==> src/rtl/txd_pkg.sv <==
// Shared types and descriptor field positions for the transmit descriptor engine.
// Assumes descriptors are four 32-bit words with control in word 0 and address in word 2.
package txd_pkg;
    typedef enum logic [3:0] {
        ST_IDLE, ST_DREQ, ST_DRSP, ST_AREQ, ST_ARSP,
        ST_BREQ, ST_BRSP, ST_PAD, ST_WB
    } txd_state_t;

    localparam int OWN_BIT = 31;
    localparam int EOR_BIT = 30;
    localparam int FS_BIT  = 29;
    localparam int LS_BIT  = 28;
    localparam int RING_HI = 0;
    localparam int RING_LO = 1;
endpackage

==> src/rtl/txd_ring_ctrl.sv <==
// Per-ring bookkeeping: committed head index and a pending-work flag.
// Assumes poll, stall and commit are single-cycle pulses from the fetch engine.
// A poll in the same cycle as a stall wins, so a late software update is never lost.
module txd_ring_ctrl #(
    parameter int IDXW = 10
) (
    input  logic            clk,
    input  logic            rst_n,
    input  logic [7:0]      base_lo_i,
    input  logic            poll_i,
    input  logic            stall_i,
    input  logic            commit_i,
    input  logic [IDXW-1:0] commit_idx_i,
    output logic [IDXW-1:0] head_o,
    output logic            pend_o,
    output logic            base_ok_o
);
    // Ring base must sit on a 256-byte boundary.
    assign base_ok_o = (base_lo_i == 8'h00);

    // Head moves only when a whole frame has been returned to software.
    always_ff @(posedge clk) begin
        if (!rst_n)        head_o <= '0;
        else if (commit_i) head_o <= commit_idx_i;
    end

    // Pending is set by a poll and cleared when the engine finds no owned descriptor.
    always_ff @(posedge clk) begin
        if (!rst_n)       pend_o <= 1'b0;
        else if (poll_i)  pend_o <= 1'b1;
        else if (stall_i) pend_o <= 1'b0;
    end


    poll_sets_pend_chk: assert property (@(posedge clk) disable iff (!rst_n)
        poll_i |=> pend_o);

    stall_clears_pend_chk: assert property (@(posedge clk) disable iff (!rst_n)
        (stall_i && !poll_i) |=> !pend_o);
endmodule

==> src/rtl/txd_unpack.sv <==
// Turns one loaded memory word into 1..4 output bytes starting at a given lane.
// Assumes it is loaded only while idle. Frame markers apply to the first and last byte of the load.
module txd_unpack (
    input  logic        clk,
    input  logic        rst_n,
    input  logic        load_i,
    input  logic [31:0] word_i,
    input  logic [1:0]  lane_i,
    input  logic [2:0]  cnt_i,
    input  logic        sof_i,
    input  logic        eof_i,
    output logic        busy_o,
    output logic        tx_valid_o,
    output logic [7:0]  tx_data_o,
    output logic        tx_sof_o,
    output logic        tx_eof_o,
    input  logic        tx_ready_i
);
    logic [31:0] word_q;
    logic [1:0]  lane_q;
    logic [2:0]  left_q;
    logic        first_q, sof_q, eof_q;

    assign tx_valid_o = (left_q != 3'd0);
    assign busy_o     = tx_valid_o;
    assign tx_sof_o   = tx_valid_o && sof_q && first_q;
    assign tx_eof_o   = tx_valid_o && eof_q && (left_q == 3'd1);

    // Select the byte lane currently being presented.
    always_comb begin
        case (lane_q)
            2'd0:    tx_data_o = word_q[7:0];
            2'd1:    tx_data_o = word_q[15:8];
            2'd2:    tx_data_o = word_q[23:16];
            default: tx_data_o = word_q[31:24];
        endcase
    end

    // Load a word, then step through its lanes on each accepted byte.
    always_ff @(posedge clk) begin
        if (!rst_n) begin
            word_q <= '0; lane_q <= '0; left_q <= '0;
            first_q <= 1'b0; sof_q <= 1'b0; eof_q <= 1'b0;
        end else if (load_i) begin
            word_q <= word_i; lane_q <= lane_i; left_q <= cnt_i;
            first_q <= 1'b1; sof_q <= sof_i; eof_q <= eof_i;
        end else if (tx_valid_o && tx_ready_i) begin
            lane_q  <= lane_q + 2'd1;
            left_q  <= left_q - 3'd1;
            first_q <= 1'b0;
        end
    end


    tx_hold_chk: assert property (@(posedge clk) disable iff (!rst_n)
        (tx_valid_o && !tx_ready_i) |=> (tx_valid_o && $stable(tx_data_o)));

    load_when_idle_chk: assert property (@(posedge clk) disable iff (!rst_n)
        load_i |-> !busy_o);
endmodule

==> src/rtl/txdesc_engine.sv <==
// Two-ring transmit descriptor engine. It fetches descriptor chains and checks them,
// streams buffer bytes with padding to a minimum frame, then clears ownership.
// Assumes in-order read responses, one outstanding request, and ring bases stable while in use.
// Frame fragments are held locally (MAX_FRAGS), so a longer chain is split and flagged.
module txdesc_engine
    import txd_pkg::*;
#(
    parameter int RING_DEPTH = 1024,
    parameter int MAX_FRAGS  = 8,
    parameter int MIN_DATA   = 60
) (
    input  logic        clk,
    input  logic        rst_n,
    input  logic [31:0] hi_base_i,
    input  logic [31:0] lo_base_i,
    input  logic        hi_poll_i,
    input  logic        lo_poll_i,
    output logic        mem_req_valid_o,
    output logic        mem_req_write_o,
    output logic [31:0] mem_req_addr_o,
    output logic [31:0] mem_req_wdata_o,
    input  logic        mem_req_ready_i,
    input  logic        mem_rsp_valid_i,
    input  logic [31:0] mem_rsp_data_i,
    output logic        tx_valid_o,
    output logic [7:0]  tx_data_o,
    output logic        tx_sof_o,
    output logic        tx_eof_o,
    input  logic        tx_ready_i,
    output logic        err_o
);
    localparam int IDXW = $clog2(RING_DEPTH);
    localparam int PW   = (MAX_FRAGS > 2) ? $clog2(MAX_FRAGS) : 1;
    localparam int FW   = $clog2(MAX_FRAGS + 1);
    localparam int SW   = 16 + PW + 1;

    // Ring-side wiring, index RING_HI / RING_LO.
    logic [31:0]     base_a [2];
    logic [1:0]      poll_a, stall_c, commit_c, pend_a, ok_a;
    logic [IDXW-1:0] head_a [2];

    // Engine state.
    txd_state_t      st;
    logic            sel;
    logic [IDXW-1:0] fidx, sidx, widx;
    logic [FW-1:0]   nfrag, wi;
    logic [PW-1:0]   fi;
    logic            bad;
    logic [31:0]     w0_q [MAX_FRAGS];
    logic [31:0]     ad_q [MAX_FRAGS];
    logic [31:0]     ptr;
    logic [15:0]     rem;
    logic [SW-1:0]   sent;

    assign base_a[RING_HI] = hi_base_i;
    assign base_a[RING_LO] = lo_base_i;
    assign poll_a          = {lo_poll_i, hi_poll_i};

    generate
        for (genvar g = 0; g < 2; g++) begin : g_ring
            txd_ring_ctrl #(.IDXW(IDXW)) u_ring (
                .clk(clk), .rst_n(rst_n), .base_lo_i(base_a[g][7:0]),
                .poll_i(poll_a[g]), .stall_i(stall_c[g]), .commit_i(commit_c[g]),
                .commit_idx_i(fidx), .head_o(head_a[g]), .pend_o(pend_a[g]),
                .base_ok_o(ok_a[g]));
        end
    endgenerate

    function automatic logic [IDXW-1:0] step_idx(input logic [IDXW-1:0] i, input logic eor);
        return (eor || i == IDXW'(RING_DEPTH - 1)) ? '0 : i + 1'b1;
    endfunction

    function automatic logic [31:0] desc_at(input logic [31:0] b, input logic [IDXW-1:0] i);
        return b + {{(28 - IDXW){1'b0}}, i, 4'b0000};
    endfunction

    // Derived per-cycle values.
    logic          go, pick, accept, busy;
    logic [PW-1:0] slot, wslot;
    logic [2:0]    avail, chunk, pad_n;
    logic          last_frag, last_chunk, chunk_eof, pad_last, last_wb;
    logic [SW-1:0] sent_n, pad_need;
    logic [31:0]   cur_base;

    assign go       = |pend_a;
    assign pick     = pend_a[RING_HI] ? 1'(RING_HI) : 1'(RING_LO);
    assign accept   = mem_req_valid_o && mem_req_ready_i;
    assign slot     = nfrag[PW-1:0];
    assign wslot    = wi[PW-1:0];
    assign cur_base = base_a[sel];

    // Fragment chunking and padding arithmetic.
    always_comb begin
        avail      = 3'd4 - {1'b0, ptr[1:0]};
        chunk      = (rem < 16'(avail)) ? rem[2:0] : avail;
        last_frag  = (FW'(fi) + FW'(1)) == nfrag;
        last_chunk = last_frag && (rem == 16'(chunk));
        sent_n     = sent + SW'(chunk);
        chunk_eof  = last_chunk && (sent_n >= SW'(MIN_DATA));
        pad_need   = SW'(MIN_DATA) - sent;
        pad_last   = pad_need <= SW'(4);
        pad_n      = pad_last ? pad_need[2:0] : 3'd4;
        last_wb    = (wi + FW'(1)) == nfrag;
    end

    // Memory request generation per state.
    always_comb begin
        mem_req_valid_o = 1'b0;
        mem_req_write_o = 1'b0;
        mem_req_addr_o  = '0;
        mem_req_wdata_o = '0;
        case (st)
            ST_DREQ: begin
                mem_req_valid_o = 1'b1;
                mem_req_addr_o  = desc_at(cur_base, fidx);
            end
            ST_AREQ: begin
                mem_req_valid_o = 1'b1;
                mem_req_addr_o  = desc_at(cur_base, fidx) + 32'd8;
            end
            ST_BREQ: begin
                mem_req_valid_o = !busy;
                mem_req_addr_o  = {ptr[31:2], 2'b00};
            end
            ST_WB: begin
                mem_req_valid_o = 1'b1;
                mem_req_write_o = 1'b1;
                mem_req_addr_o  = desc_at(cur_base, widx);
                mem_req_wdata_o = w0_q[wslot] & ~(32'd1 << OWN_BIT);
            end
            default: ;
        endcase
    end

    // Ring stall and commit pulses.
    always_comb begin
        stall_c  = '0;
        commit_c = '0;
        if (st == ST_IDLE && go && !ok_a[pick])                       stall_c[pick] = 1'b1;
        if (st == ST_DRSP && mem_rsp_valid_i && !mem_rsp_data_i[OWN_BIT]) stall_c[sel] = 1'b1;
        if (st == ST_WB && accept && last_wb)                          commit_c[sel] = 1'b1;
    end

    // Unpacker load: buffer data on a read response, zeros while padding.
    logic        ld, ld_sof, ld_eof;
    logic [31:0] ld_word;
    logic [1:0]  ld_lane;
    logic [2:0]  ld_cnt;
    always_comb begin
        ld      = (st == ST_BRSP) && mem_rsp_valid_i;
        ld_word = mem_rsp_data_i;
        ld_lane = ptr[1:0];
        ld_cnt  = chunk;
        ld_sof  = (sent == '0);
        ld_eof  = chunk_eof;
        if (st == ST_PAD) begin
            ld      = !busy;
            ld_word = '0;
            ld_lane = 2'd0;
            ld_cnt  = pad_n;
            ld_sof  = 1'b0;
            ld_eof  = pad_last;
        end
    end

    txd_unpack u_unpack (
        .clk(clk), .rst_n(rst_n), .load_i(ld), .word_i(ld_word), .lane_i(ld_lane),
        .cnt_i(ld_cnt), .sof_i(ld_sof), .eof_i(ld_eof), .busy_o(busy),
        .tx_valid_o(tx_valid_o), .tx_data_o(tx_data_o), .tx_sof_o(tx_sof_o),
        .tx_eof_o(tx_eof_o), .tx_ready_i(tx_ready_i));

    // Descriptor fragment store, filled as each descriptor arrives.
    always_ff @(posedge clk) begin
        if (st == ST_DRSP && mem_rsp_valid_i && mem_rsp_data_i[OWN_BIT]) w0_q[slot] <= mem_rsp_data_i;
        if (st == ST_ARSP && mem_rsp_valid_i)                         ad_q[slot] <= mem_rsp_data_i;
    end

    // Main sequencer: select ring, gather chain, stream bytes, pad, release descriptors.
    always_ff @(posedge clk) begin
        if (!rst_n) begin
            st <= ST_IDLE; sel <= 1'b0; fidx <= '0; sidx <= '0; widx <= '0;
            nfrag <= '0; wi <= '0; fi <= '0; bad <= 1'b0;
            ptr <= '0; rem <= '0; sent <= '0; err_o <= 1'b0;
        end else begin
            err_o <= 1'b0;
            case (st)
                ST_IDLE: if (go) begin
                    if (!ok_a[pick]) begin
                        err_o <= 1'b1;
                    end else begin
                        sel <= pick; fidx <= head_a[pick]; sidx <= head_a[pick];
                        nfrag <= '0; bad <= 1'b0; st <= ST_DREQ;
                    end
                end
                ST_DREQ: if (accept) st <= ST_DRSP;
                ST_DRSP: if (mem_rsp_valid_i) begin
                    if (!mem_rsp_data_i[OWN_BIT]) begin
                        st <= ST_IDLE;
                    end else begin
                        if ((nfrag == '0 && !mem_rsp_data_i[FS_BIT]) || mem_rsp_data_i[15:0] < 16'd4)
                            bad <= 1'b1;
                        st <= ST_AREQ;
                    end
                end
                ST_AREQ: if (accept) st <= ST_ARSP;
                ST_ARSP: if (mem_rsp_valid_i) begin
                    nfrag <= nfrag + FW'(1);
                    fidx  <= step_idx(fidx, w0_q[slot][EOR_BIT]);
                    if (w0_q[slot][LS_BIT] || nfrag == FW'(MAX_FRAGS - 1)) begin
                        if (bad || !w0_q[slot][LS_BIT]) begin
                            err_o <= 1'b1; wi <= '0; widx <= sidx; st <= ST_WB;
                        end else begin
                            fi   <= '0;
                            ptr  <= (nfrag == '0) ? mem_rsp_data_i : ad_q[0];
                            rem  <= w0_q[0][15:0];
                            sent <= '0;
                            st   <= ST_BREQ;
                        end
                    end else begin
                        st <= ST_DREQ;
                    end
                end
                ST_BREQ: if (accept) st <= ST_BRSP;
                ST_BRSP: if (mem_rsp_valid_i) begin
                    ptr  <= ptr + 32'(chunk);
                    rem  <= rem - 16'(chunk);
                    sent <= sent_n;
                    st   <= ST_BREQ;
                    if (rem == 16'(chunk)) begin
                        if (last_frag) begin
                            if (chunk_eof) begin
                                wi <= '0; widx <= sidx; st <= ST_WB;
                            end else begin
                                st <= ST_PAD;
                            end
                        end else begin
                            fi  <= fi + 1'b1;
                            ptr <= ad_q[fi + 1'b1];
                            rem <= w0_q[fi + 1'b1][15:0];
                        end
                    end
                end
                ST_PAD: if (!busy) begin
                    sent <= sent + SW'(pad_n);
                    if (pad_last) begin
                        wi <= '0; widx <= sidx; st <= ST_WB;
                    end
                end
                ST_WB: if (accept) begin
                    widx <= step_idx(widx, w0_q[wslot][EOR_BIT]);
                    wi   <= wi + FW'(1);
                    if (last_wb) st <= ST_IDLE;
                end
                default: st <= ST_IDLE;
            endcase
        end
    end

    // Byte position within the current frame, kept for the checks below.
    logic [SW-1:0] frame_cnt;
    always_ff @(posedge clk) begin
        if (!rst_n)                         frame_cnt <= '0;
        else if (tx_valid_o && tx_ready_i)  frame_cnt <= tx_eof_o ? '0 : frame_cnt + SW'(1);
    end


    min_frame_chk: assert property (@(posedge clk) disable iff (!rst_n)
        (tx_valid_o && tx_ready_i && tx_eof_o) |-> (frame_cnt >= SW'(MIN_DATA - 1)));

    sof_at_start_chk: assert property (@(posedge clk) disable iff (!rst_n)
        (tx_valid_o && tx_ready_i && tx_sof_o) |-> (frame_cnt == '0));

    wb_own_clear_chk: assert property (@(posedge clk) disable iff (!rst_n)
        (mem_req_valid_o && mem_req_write_o) |-> !mem_req_wdata_o[OWN_BIT]);

    req_hold_chk: assert property (@(posedge clk) disable iff (!rst_n)
        (mem_req_valid_o && !mem_req_ready_i) |=>
            (mem_req_valid_o && $stable(mem_req_addr_o) && $stable(mem_req_write_o)));

    reset_quiet_chk: assert property (@(posedge clk)
        $rose(rst_n) |-> (!tx_valid_o && !mem_req_valid_o && !err_o));
endmodule

==> config.mk <==
export PLATFORM = sky130hd
export DESIGN_NAME = txdesc_engine
export DESIGN_NICKNAME = d
export VERILOG_FILES = /design/src/rtl/txd_pkg.sv /design/src/rtl/txd_ring_ctrl.sv /design/src/rtl/txd_unpack.sv /design/src/rtl/txdesc_engine.sv
export SDC_FILE = /design/constraint.sdc
export NUM_CORES = 1
export LEC_CHECK = 0
export BUFFER_PORTS_ARGS = -buffer_cell sky130_fd_sc_hd__buf_2
export CORE_ASPECT_RATIO = 0.9
export CORE_UTILIZATION = 37
export DETAILED_ROUTE_END_ITERATION = 10
export GPL_TIMING_DRIVEN = 0
export PLACE_DENSITY = 0.63
export SYNTH_ARGS = -nofsm -noshare
export SYNTH_HDL_FRONTEND = slang
export SYNTH_SLANG_ARGS = --single-unit
export TNS_END_PERCENT = 50
==> constraint.sdc <==
create_clock -name clk -period 6.6 [get_ports clk]
set_clock_uncertainty 0.1 [all_clocks]
set_input_delay 0.66 -clock clk [delete_from_list [all_inputs] [get_ports clk]]
set_output_delay 0.66 -clock clk [all_outputs]
set_load 0.03 [all_outputs]
==> results_dict.tcl, run 1 <==
set metrics [dict create \
    cts_max_level 3 \
    vias 27356 \
    grt_antenna_before_repair 7 \
    status "complete, but fails checks" \
    syn_nets 3104 \
    grt_start_max_net_pins 38 \
    worstPathRequired_ns 5.84 \
    grt_use_total 0.247 \
    synthTopCellsByCount "edfxtp_1, nor2_1, nand2_1" \
    worstSkewPairLatency_ns 0.66 \
    synth_top_area_share 0.430 \
    drt_pre_antenna_iters 8 \
    cp_data_arrival_time_ns 5.66 \
    ys_top_cells_by_area "edfxtp_1, dfxtp_1, mux4_2" \
    worst_pin_slew_ns 1.50 \
    cts_tree "done" \
    dp.final_hpwl_um 89000 \
    p_leak_nw 13.4 \
    slowest_stage "or4b_1" \
    synth_cells 2947 \
    ys_warn_count 0 \
    synth_top_cell_by_area "edfxtp_1" \
    drive_gt1_frac 0.178 \
    fin_cells 4542 \
    die_area_mm2 0.0964 \
    finalSetupViolCount 0 \
    crit_path_max_fanout 37 \
    crit_start "sel" \
    path_class "flip-flop to output port" \
    grt_pass1_vias 26153 \
    ir_drop_mv 0.224 \
    hold_viol_final 0 \
    grt_overflow 0 \
    ys.flop_type "edfxtp_1" \
    cts_sinks 688 \
    rsz0062_at_grt "no" \
    routabilityCongestion 0.980 \
    portBuffers 179 \
    root_buffer "clkbuf_16" \
    postLayoutCoreUtil 0.436 \
    fin_crit_ns 6.42 \
    cp-end-kind "output port" \
    crit_chain "buf_12 > buf_4 > mux2_2 > ha_1 > fa_1 > a21oi_1 > o22ai_2 > o21ai_4 > xnor2_1 > or4b_1 > buf_4 > nor4_4 > mux2_2 > a2bb2oi_1 > o22ai_1 > buf_2" \
    die_h_um 295 \
    nets 3393 \
    rows 106 \
    synth_seq_area_share 0.535 \
    grt_first_pass_wirelength_um 176000 \
    synth_edf_count 504 \
    syn_avg_cell_area_um2 11.9 \
    reg2reg_from "ptr[1]" \
    synth_cell_types 95 \
    maxCapViolCount 1 \
    viasPerCell 6.02 \
    setup_tns_ns 0 \
    period_share 0.973 \
    netlist_area_mm2 0.0352 \
    fmax_ghz 0.156 \
    dieWidth_um 327 \
    worst_slack_ns 0.180 \
    nFillCells 8584 \
    antenna_left 0 \
    wl_per_cell_um 26.8 \
    failed_checks "capacitance limit, slew limit" \
    cts_made_buffers 76 \
    cts_buffer_depth 3 \
    drc 0 \
    start_kind "flip-flop" \
    power_density_mw_per_mm2 301 \
    ioPinCount 181 \
    synth_most_common_cell "edfxtp_1" \
    area_growth_pct 15.8 \
    dp_cells 4403 \
    slew_headroom -0.00782 \
    min_from "lo_poll_i" \
    async_flop_share 0 \
    core_mm2 0.0935 \
    clk_pin_slew_ns 0.07 \
    seqCellArea_mm2 0.0188 \
    detail_route.iter0.violations 3701 \
    hold_class "input pin to flip-flop" \
    finalPower_mw 12.3 \
    place_worst_setup_slack_ns -0.508 \
    max_stage_delay_ns 0.55 \
    ys_ff_latch 688 \
    start_util 0.376 \
    finalMaxSlewViolations 7 \
    wl_um 122000 \
    multi_input_area_mm2 0.0155 \
]
==> report_power, final <==
part           switching [mW]  internal, mW
clock network            1.82          2.41
registers               0.128          4.75
logic                    2.28         0.885
==> path summary, 6_finish.rpt <==
| check | end | slack (ns) | cells after the start |
|---|---|---|---|
| setup / recovery | mem_req_addr_o[18] | 0.18 | 16 |
| hold / removal | g_ring[1].u_ring.pend_o | 0.18 | 3 |
| setup reg to reg | flip-flop | 0.31 | 21 |
| hold reg to reg | u_unpack.first_q | 0.36 | 2 |
==> cells by family after synthesis <==
kind of cell,share of synthesized area
and+or+nand+nor,0.122
DFF,0.535
AOI/OAI and AO/OA,0.108
muxes,0.152
buffers and inverters,0.0286
xor gates and xnor gates,0.0348
adders and majority gates,0.0203
other,0.000107
==> sequential cells by signal (all words and copies together), names as in the netlist, 10 cells and up, named ones only <==
signal and count:
rem 16, ptr 32, sidx 10, sent 20
ad_q 256, g_ring.u_ring.head_o 20, widx 10, w0_q 248
u_unpack.word_q 32, fidx 10
==> worst max-delay path, delay by kind of cell, from the launching register on <==
kind            cells  cell delay [ns]
flops               1             0.43
simple gates        2             0.90
buf+inv             4             0.90
xor+xnor            1             0.18
compound gates      5             1.17
fa+ha+maj           2             0.65
mux                 2             0.79
==> layer usage <==
metal,global-route usage,vias to the layer above,part of all wire
li1,-,11877,-
met1,0.352,13676,0.42
met2,0.373,1579,0.44
met3,0.0497,218,0.10
met4,0.0862,6,0.034
met5,0,-,0.00030
==> cell usage in the layout (no fill, tap or decap), types with 78 or more instances in the layout <==
| cell | Yosys | layout |
|---|---|---|
| buf_2 | 13 | 191 |
| mux4_2 | 162 | 162 |
| a21oi_1 | 116 | 115 |
| nand2_1 | 269 | 269 |
| edfxtp_1 | 504 | 504 |
| clkbuf_16 | 0 | 78 |
| nand3_1 | 101 | 101 |
| dfxtp_1 | 184 | 183 |
| o21ai_0 | 110 | 110 |
| xnor2_1 | 88 | 88 |
| nor2_1 | 293 | 284 |
| mux2i_1 | 143 | 142 |
| clkbuf_1 | 151 | 172 |
==> metrics by stage <==
step           instance area (um2)  hold WS (ns)
6_report                     40800         0.179
3_5_place_dp                 38300         0.352
5_1_grt                      40800         0.193
3_3_place_gp                 37700         0.344
2_1_floorplan                35200         0.332
4_1_cts                      40700         0.163
==> timing repair <==
action,CTS,global route
pin swaps,1,1
endpoints found under the hold margin,0,0
gates resized for setup,7,3
hold buffers,0,0
setup buffers,0,0
setup endpoints to repair,23,12
==> layout make-up <==
class                      instances  share of cell area
clock buffer                     107              0.0525
sequential                       688               0.462
antenna                            3            0.000184
inverter                          54             0.00497
timing repair buffer             214              0.0346
buffer                           200              0.0196
clock inverter                    32             0.00773
tap                             1242              0.0381
multi-input combinational       2002               0.381
Note: power is estimated with default switching activity, not from simulation.
==> run 2: changes to the inputs <==
- CORE_UTILIZATION: 37 -> 35
- PLACE_DENSITY: 0.63 -> 0.62
- SKIP_LAST_GASP: not set -> 1
- clock period: 6.6 -> 5.9 ns (I/O delays scaled with it)
==> results_dict.tcl, run 2 (same netlist as run 1, synthesis figures left out) <==
set metrics [dict create \
    portBuffers 179 \
    top_register "ad_q" \
    viasPerCell 5.89 \
    worst_pin_slew_ns 1.40 \
    root_buffer "clkbuf_16" \
    detail_route.iter0.violations 3860 \
    slew_headroom 0.0553 \
    die_h_um 303 \
    cts_sinks 688 \
    drc 0 \
    finalMaxSlewViolations 0 \
    grt_use_total 0.235 \
    cp-end-kind "flip-flop" \
    worst_slack_ns 0.192 \
    maxCapViolCount 0 \
    final_cell_mix "edfxtp_1, nor2_1, nand2_1" \
    cp_data_arrival_time_ns 6.11 \
    period_share 0.967 \
    finalPower_mw 14.2 \
    antenna_left 0 \
    worstSkewPairLatency_ns 0.64 \
    drt_pre_antenna_iters 6 \
    power_density_mw_per_mm2 343 \
    top_regs "ad_q: 256 flops, w0_q: 248 flops" \
    cts_buffer_depth 3 \
    fin_crit_ns 5.71 \
    nets 3409 \
    grt_overflow 0 \
    max_stage_delay_ns 0.87 \
    wl_um 122000 \
    area_growth_pct 17.3 \
    grt_first_pass_wirelength_um 176000 \
    path_class "flip-flop to flip-flop" \
    dieWidth_um 336 \
    grt_start_max_net_pins 38 \
    grt_antenna_before_repair 7 \
    setup_tns_ns 0 \
    crit_path_max_fanout 6 \
    hold_viol_final 0 \
    ctsHoldBuffers 0 \
    largest_register_ffs 256 \
    nFillCells 9218 \
    cts_max_level 3 \
    path_common_cell "ha_1" \
    hold_class "input pin to flip-flop" \
    ioPinCount 181 \
    core_mm2 0.0989 \
    wl_per_cell_um 26.2 \
    fmax_ghz 0.175 \
    wl_met1_um 50700 \
    die_area_mm2 0.102 \
    clk_pin_slew_ns 0.06 \
    drive_gt1_frac 0.187 \
    cts_made_buffers 75 \
    rows 109 \
    finalSetupViolCount 0 \
    worstPathRequired_ns 6.30 \
    crit_chain "inv_1 > ha_1 > inv_1 > ha_1 > o21ai_0 > nand2b_1 > a21oi_1 > nand4_1 > buf_4 > mux2i_4 > clkinvlp_4 > buf_4 > ha_1 > a21o_1 > a21o_1 > nand3_1 > nor3_1 > xor2_1 > nor2_1 > a31oi_1 > a21oi_1 > o21ai_0" \
    dr_wl_met2_um 53300 \
    dp.final_hpwl_um 88900 \
    routabilityCongestion 0.983 \
    layout_commonest_cell "edfxtp_1" \
    grt_pass1_vias 25918 \
    p_leak_nw 13.6 \
    place_worst_setup_slack_ns -1.06 \
    top_layer_used "met5" \
    status "finished, final reports clean" \
    start_kind "flip-flop" \
    dr_wl_met3_um 13300 \
    vias 27374 \
    start_util 0.356 \
    rsz0062_at_grt "no" \
    cts_tree "done" \
    ir_drop_mv 0.339 \
    slowest_stage "nor3_1" \
]
==> run 2: cell types whose count changed in the layout (fill, tap and decap cells not counted), sizes merged, moves of 2 or more <==
cell	before	now
clkinvlp	1	4
inv	58	56
clkinv	24	15
bufinv	3	12
buf	263	277
==> run 2: worst paths after layout <==
check	from	to	slack, ns	depth (start not counted)
max	ptr[0]	ptr[21]	0.19	22
min	lo_poll_i	g_ring[1].u_ring.pend_o	0.1	3
max reg2reg	ptr[0]	ptr[21]	0.19	22
min reg2reg	rem[0]	rem[0]	0.37	2
==> run 2: worst max-delay path, delay by kind of cell (launching register included) <==
kind            cells  cell delay, ns
compound gates      7            1.24
buf+inv             5            0.76
xor+xnor            1            0.20
simple gates        5            1.66
flops               1            0.39
fa+ha+maj           3            0.86
mux                 1            0.32
==> run 2: per-layer routing <==
metal,GRT usage,vias up
li1,-,11917
met1,0.332,13623
met2,0.354,1592
met3,0.0538,234
met4,0.0818,8
met5,0,-
==> run 2: what timing repair did <==
action | 4_1_cts | 5_1_grt
pin swaps | 4 | 6
buffers inserted | 6 | 8
gates cloned | 0 | 1
endpoints found under the setup margin | 44 | 66
resized for setup | 16 | 17
hold endpoints to repair | 0 | 0
==> run 2: power by group <==
part / total (mW) / leakage (nW) / switching (mW) / internal, mW
clock network: 5.07 / 1.29 / 2.01 / 3.06
registers: 5.46 / 6.02 / 0.146 / 5.31
logic: 3.64 / 6.29 / 2.59 / 1.05
total: 14.2 / 13.6 / 4.74 / 9.42
==> run 2: per-stage QoR <==
| step | hold WS (ns) | cells | util | area [um2] |
|---|---|---|---|---|
| 3_3_place_gp | 0.356 | 4458 | 0.382 | 37800 |
| 4_1_cts | 0.0867 | 4636 | 0.416 | 41100 |
| 5_1_grt | 0.122 | 4646 | 0.417 | 41300 |
| 3_5_place_dp | 0.363 | 4495 | 0.388 | 38400 |
| 2_1_floorplan | 0.332 | 2947 | - | 35200 |
| 6_report | 0.0986 | 4647 | 0.418 | 41300 |
==> run 2: layout make-up <==
| class | instances | area (um2) | share of cell area |
|---|---|---|---|
| buffer | 200 | 806 | 0.0195 |
| clock buffer | 105 | 2120 | 0.0514 |
| antenna | 2 | 5.00 | 0.000121 |
| timing repair buffer | 231 | 1520 | 0.0369 |
| clock inverter | 33 | 527 | 0.0128 |
| inverter | 54 | 206 | 0.00500 |
| sequential | 688 | 18800 | 0.456 |
| multi-input combinational | 2002 | 15600 | 0.378 |
| tap | 1332 | 1670 | 0.0404 |
